<file path="src/rtl/twin_mac_pkg.sv">
package twin_mac_pkg;
    typedef enum logic [2:0] {
        OP_IDLE   = 3'd0,
        OP_CONV_A = 3'd1,
        OP_CONV_B = 3'd2,
        OP_CLEAR  = 3'd3,
        OP_READ   = 3'd4
    } mac_op_e;
endpackage

</file>
<file path="src/rtl/frac_mul.sv">
module frac_mul #(
    parameter int DW = 16
) (
    input  logic [DW-1:0]   a_i,
    input  logic [DW-1:0]   b_i,
    output logic [2*DW-1:0] p_o
);
    always_comb begin
        p_o = $signed(a_i) * $signed(b_i);
    end
endmodule

</file>
<file path="src/rtl/acc_readout.sv">
module acc_readout #(
    parameter int DW = 16,
    parameter int GW = 8
) (
    input  logic [2*DW+GW-1:0] acc_i,
    output logic [DW-1:0]      word_o
);
    localparam int AW = 2*DW + GW;
    localparam int FB = 2*DW - 2;
    localparam logic [AW-1:0] RND = AW'(1) << (FB - DW);

    logic [AW-1:0]   sum;
    logic [AW-FB-1:0] head;

    always_comb begin
        sum  = acc_i + RND;
        head = sum[AW-1:FB];
        if ((&head) || !(|head)) begin
            word_o = sum[FB:FB-DW+1];
        end else if (sum[AW-1]) begin
            word_o = {1'b1, {(DW-1){1'b0}}};
        end else begin
            word_o = {1'b0, {(DW-1){1'b1}}};
        end
    end
endmodule

</file>
<file path="src/rtl/twin_acc_mac.sv">
module twin_acc_mac
    import twin_mac_pkg::*;
#(
    parameter int DW   = 16,
    parameter int GW   = 8,
    parameter int NACC = 2
) (
    input  logic                      clk,
    input  logic                      rst_n,
    input  logic [2:0]                op_i,
    input  logic [$clog2(NACC)-1:0]   acc_sel_i,
    input  logic [DW-1:0]             rf_word_i,
    input  logic [DW-1:0]             mem_word_i,
    output logic [DW-1:0]             wb_word_o
);
    localparam int AW = 2*DW + GW;
    localparam int PW = 2*DW;

    typedef struct packed {
        logic [NACC-1:0][AW-1:0] acc;
        logic [DW-1:0]           wb;
    } mac_state_t;

    mac_state_t st_d, st_q;
    mac_op_e    op;
    logic [DW-1:0] mul_a, mul_b, rd_word;
    logic [PW-1:0] prod;
    logic [AW-1:0] prod_ext, rd_src;
    logic [NACC-1:0][AW-1:0] acc_view;

    assign op       = mac_op_e'(op_i);
    assign prod_ext = {{GW{prod[PW-1]}}, prod};
    assign rd_src   = st_q.acc[acc_sel_i];
    assign acc_view = st_q.acc;
    assign wb_word_o = st_q.wb;

    frac_mul #(.DW(DW)) u_mul (
        .a_i (mul_a),
        .b_i (mul_b),
        .p_o (prod)
    );

    acc_readout #(.DW(DW), .GW(GW)) u_rd (
        .acc_i  (rd_src),
        .word_o (rd_word)
    );

    always_comb begin
        st_d  = st_q;
        mul_a = mem_word_i;
        mul_b = rf_word_i;
        if (op == OP_CONV_B) begin
            mul_a = rf_word_i;
            mul_b = mem_word_i;
        end
        case (op)
            OP_CONV_A, OP_CONV_B: begin
                st_d.acc[acc_sel_i] = st_q.acc[acc_sel_i] + prod_ext;
                st_d.wb             = mem_word_i;
            end
            OP_CLEAR: st_d.acc[acc_sel_i] = '0;
            OP_READ:  st_d.wb             = rd_word;
            default:  ;
        endcase
    end

    always_ff @(posedge clk or negedge rst_n) begin
        if (!rst_n) st_q <= '0;
        else        st_q <= st_d;
    end
endmodule

</file>
<file path="config.mk">
export PLATFORM = sky130hd
export DESIGN_NAME = twin_acc_mac
export DESIGN_NICKNAME = d
export VERILOG_FILES = /design/src/rtl/twin_mac_pkg.sv /design/src/rtl/frac_mul.sv /design/src/rtl/acc_readout.sv /design/src/rtl/twin_acc_mac.sv
export SDC_FILE = /design/constraint.sdc
export NUM_CORES = 1
export LEC_CHECK = 0
export ABC_AREA = 1
export BUFFER_PORTS_ARGS = -buffer_cell sky130_fd_sc_hd__buf_2
export CAP_MARGIN = 10
export CELL_PAD_IN_SITES_DETAIL_PLACEMENT = 0
export CELL_PAD_IN_SITES_GLOBAL_PLACEMENT = 1
export CORE_MARGIN = 2
export CORE_UTILIZATION = 50
export CTS_CLUSTER_SIZE = 20
export DETAILED_ROUTE_END_ITERATION = 7
export HOLD_SLACK_MARGIN = 0.02
export PLACE_DENSITY = 0.9
export SLEW_MARGIN = 25
export SYNTH_ARGS = -nofsm -noshare
export SYNTH_HDL_FRONTEND = slang
export SYNTH_SLANG_ARGS = --single-unit
</file>
<file path="constraint.sdc">
create_clock -name clk -period 7.4 [get_ports clk]
set_clock_uncertainty 0.2 [all_clocks]
set_input_delay 1.48 -clock clk [delete_from_list [all_inputs] [get_ports clk]]
set_output_delay 1.48 -clock clk [all_outputs]
set_load 0.02 [all_outputs]
</file>
* Word-level counts from Yosys, hierarchy flattened
Cells that the tools add are included.
** Operators by class
- $add $sub $neg :: 2
- Order comparisons :: 2
- Eq/ne operators :: 4
- Bitwise gates (word level) :: 2
- Reductions and logical operators :: 8
- Mux-type cells :: 11
- $mul :: 1
** Operators by type and width (count)
- $pmux W80 S2 :: 1
- $mux W40 :: 3
- $and A80 B80 Y80 :: 1
- $bwmux W80 :: 1
- $not A80 Y80 :: 1
- $mux W16 :: 4
- $add A40 B15 Y40 const B :: 1
- $add A40 B40 Y40 :: 1
- $demux W40 S1 :: 1
- $mul A16 B16 Y32 :: 1
- $pmux W16 S2 :: 1
- $reduce_and A10 Y1 :: 1
- $reduce_or A10 Y1 :: 1
- $eq A3 B2 Y1 const B :: 2
- $reduce_bool A2 Y1 :: 2
- $eq A3 B1 Y1 const B :: 1
- $eq A3 B3 Y1 const B :: 1
- $lt A1 B2 Y1 const B :: 1
- $reduce_or A2 Y1 :: 1
- $ge A1 B1 Y1 const B :: 1
- $logic_and A1 B1 Y1 :: 1
- $logic_not A1 Y1 :: 1
- $logic_or A1 B1 Y1 :: 1
** Storage, ports and cells
- Word-level logic and storage cells :: 33
- Register bits :: 96

* Depth between registers and ports, before layout
- Depth in word-level cells :: 8
- Depth in mapped cells :: 43
- Mapped depth without buffers :: 41

* By module
A second synthesis with hierarchy kept.
** Second synthesis, totals
- Cells, all modules :: 2905
- Area total of the unflattened synthesis :: 19515.0 um^2
** By module, submodules not included
- frac_mul :: times used 1, cells each 1512, seq. area each 0.0 um^2, area each 11023.1 um^2
- twin_acc_mac :: times used 1, cells each 1185, seq. area each 2402.3 um^2, area each 7518.5 um^2
- acc_readout :: times used 1, cells each 208, seq. area each 0.0 um^2, area each 973.4 um^2

* Worst setup path after synthesis
No wires, ideal clock.
- Path kind :: input-to-reg
- From :: in op_i[2]
- To :: reg st_q, in the netlist acc_view[37]
- Stages on the path :: 37
- Setup slack :: -1856 ps
- Data required time :: 7067 ps
- Setup time :: 133 ps
- Arrival :: 8923 ps
- Cell sequence :: inv_1 > nand3_1 > clkbuf_1 > clkbuf_1 > o21ai_1 > inv_1 > nor2_1 > fa_1 > fa_1 > fa_1 > inv_1 > fa_1 > inv_1 > fa_1 > inv_1 > fa_1 > inv_1 > ha_1 > inv_1 > nor3_1 > nand2_1 > inv_1 > o21ai_0 > nand3_1 > inv_1 > nand2_1 > nand2_1 > ha_1 > nand2_1 > nor2_1 > inv_1 > nor4_1 > nand4_1 > nand3_1 > nand2_1 > nand3_1 > o21ai_0
** Between the ends
- Cells in the longest elaborated chain, start to end :: 6
- Elaborated cells on any way between the ends :: 11
- Those cells by class :: add/sub (1); mul (1); eq/ne (3); mux (4); reduce/logical (2)
** RTL lines
- from (decl) :: line twin_acc_mac.sv:10 : input logic [2:0] op_i,
- $eq A3 B2 Y1 :: line twin_acc_mac.sv:52, twin_acc_mac.sv:56
- $mux W16 :: line twin_acc_mac.sv:52 : if (op == OP_CONV_B) begin
- $mul A16 B16 Y32 :: line frac_mul.sv:9 : p_o = $signed(a_i) * $signed(b_i);
- $add A40 B40 Y40 :: line twin_acc_mac.sv:58 : st_d.acc[acc_sel_i] = st_q.acc[acc_sel_i] + prod_ext;
- $bwmux W80 :: line twin_acc_mac.sv:58
- $pmux W80 S2 :: line twin_acc_mac.sv:56 : case (op)
- to (signal assigned) :: line twin_acc_mac.sv:69 : else st_q <= st_d;
- to (decl) :: line twin_acc_mac.sv:24 : mac_state_t st_d, st_q;
Parallel ways exist; a longest one is shown, timed or not.
A chain may end at the register's enable or synchronous reset.

* Worst setup path after layout
- From :: in op_i[2]
- To :: reg st_q, in the netlist acc_view[77]
The elaborated chain is that of the path after synthesis.

==> results by group <==
Yosys
  – Yosys warnings: 0
  – Cell with the most instances after synthesis: nand2_1
  – Area contributors post-synth: fa_1, dfrtp_1, nand2_1, inv_1, ha_1
  – Yosys reg bits: 96
  – Yosys top cell by area: fa_1
  – Syn avg cell area: 7.31 um2
  – Seq/Total Area, Yosys: 0.133
  – Commonest register cell after synthesis: dfrtp_1
  – EDFF count, synth: 0
  – Yosys cell types: 52
  – Commonest cells post-synth: nand2_1, inv_1, nor2_1
  – Top cell type's share of synthesized area: 0.291
  – Ys async rst share: 1.00
  – Synth Net Count: 2,898
  – Mapped Cells: 2,473
  – Mapped Area: 18,100 um2

Timing
  – Tcrit/Tclk final: 1.34
  – Actual slew at the worst max-slew pin: 1130 ps
  – Relative slew slack: 0.249
  – Fmax: 101 MHz
  – Final-report setup violation count: 62
  – Setup total negative slack: -108,610 ps
  – PnR worst setup slack: -2540 ps
  – Final Hold Fails: 0
  – Max Slew Vio Count: 0
  – RSZ-0062 raised after global routing: true
  – Crit path time final: 9940 ps

Setup path
  – Nature of the critical path startpoint: input port
  – Max FO, Critical Path: 5
  – WP data required: 7460 ps
  – Worst path most repeated cell: fa_1
  – Worst path arrival time: 10,000 ps
  – Worst Setup End Kind: register
  – Crit Path Class: in -> reg
  – Max incr delay on CP: 850 ps
  – Slowest library cell on the worst path: o21ai_0

CTS
  – CTS Buf Count: 9
  – Clk sink count: 96
  – Worst skew pair latency: 370 ps
  – Root Driver: clkbuf_16
  – Clock buffer depth: 2
  – Worst-path clk slew: 80 ps
  – H-tree Lvls: 3
  – TritonCTS clock tree: built

Cells and area
  – Antenna diode count: 0
  – Layout cell share with drive strength beyond 1: 0.406
  – Fin nets: 3,463
  – Area growth syn-to-layout: 50.1%
  – Fin cells: 3,504

Floorplanning
  – Full die area: 37,700 um2
  – Die width: 194 um
  – DIE HEIGHT: 194 um
  – Core Footprint: 35,600 um2
  – Row cnt: 69
  – I/O Pins: 54
  – Initial Util: 0.508

Routing
  – Initial DRT Pass Iterations: 8
  – Final wirelength: 82.1 mm
  – ANT nets after route: 0
  – # DRC: 5
  – Initial DRC count: 2,527
  – DR vias/cell: 6.00
  – Vias: 21,000
  – WL per Instance: 23.4 um

Min path
  – Hold Crit Class: reg -> reg

Global route
  – Grt ovf: 0
  – Pin count of the biggest net entering global routing: 79
  – Initial antenna violation count: 0
  – Vias in the first global route: 19,900
  – GRT Util Overall: 0.355
  – First-pass GRT wire length: 105 mm

Placed design
  – Placer Congestion: 1.08
  – I/O Buffers: 53
  – Cells after DPL: 3,353
  – DP HPWL: 52.5 mm

Run
  – Maximum Capacitance Violations: 0

Outcome
  – Failing checks: design-rule violations, negative setup slack
  – Outcome: finished with violations
## flip-flops by register name, indices dropped and copies added (netlist names)
register and flops:
acc_view 80, wb_word_o 16
## final timing paths
| path | from | endpoint | slack, ps | depth (start not counted) |
|---|---|---|---|---|
| worst min-delay path | wb_word_o[7] | wb_word_o[7] | 280 | 2 |
| min in group asynchronous | rst_n | acc_view[30] | 770 | 1 |
| worst max register to register | acc_view[0] | acc_view[34] | 3840 | 17 |
| max in group asynchronous | rst_n | acc_view[42] | 5180 | 2 |
| worst min register to register | wb_word_o[7] | wb_word_o[7] | 280 | 2 |
| worst max-delay path | op_i[2] | acc_view[77] | -2540 | 35 |
## cells in the final DEF (no fill, tap or decap), drive strengths merged, types with 21 or more instances in the layout
master  netlist  layout
buf          13     603
inv         512     514
dfrtp        96      96
nand2       603     603
a21oi        98      98
fa          263     263
ha          124     124
nand3        84      86
xnor2        21      21
nor2        280     280
xor2         45      45
o21ai       168     168
## metal layers
metal,wire length [um],GRT usage,up-vias
met1,28100,0.465,9975
met2,35500,0.553,1689
li1,-,-,8718
met5,0,0,-
met4,7590,0.152,0
met3,10900,0.0990,650
## through the flow
| stage | setup slack (ps) | hold WS [ps] | instance area (um2) | util |
|---|---|---|---|---|
| global placement | -2200 | 258 | 22500 | 0.634 |
| detailed placement | -2260 | 261 | 22500 | 0.634 |
| floorplan | -1020 | 242 | 18800 | - |
| global route | -2540 | 304 | 27100 | 0.763 |
| finish | -2540 | 277 | 27100 | 0.763 |
| CTS | -1460 | 280 | 24400 | 0.686 |
## critical path, delay by kind of cell
kind / cells / cell delay (ps)
compound gates: 8 / 2370
simple gates: 7 / 910
xor+xnor: 1 / 300
buf+inv: 11 / 1200
fa+ha+maj: 8 / 3720
## kinds of logic after synthesis
group                    Yosys count  synth area share
adder cells (fa/ha/maj)          387             0.377
buffers and inverters            568             0.122
XOR/XNOR                          66            0.0320
AO/OA/AOI/OAI                    335             0.105
AND/OR/NAND/NOR                 1021             0.230
flip-flops                        96             0.133
## layout make-up
class / instances / area, um2
Clock inverter: 6 / 57.6
Inverter: 515 / 2030
Fill cell: 2107 / 8440
Multi-Input combinational cell: 1811 / 16800
Clock buffer: 10 / 239
Sequential cell: 96 / 2400
Tap cell: 461 / 577
Timing Repair Buffer: 605 / 5080
## timing repair
action | CTS | global route
resized for setup | 289 | 527
pin swaps | 134 | 210
endpoints found under the hold margin | 0 | 0
gates cloned | 2 | 2
endpoints found under the setup margin | 64 | 64
setup buffers | 50 | 92
hold buffers | 0 | 0
Power is left out: the tool's default activity adds up to more than one toggle a clock period on the data nets, which glitch-free logic cannot reach.
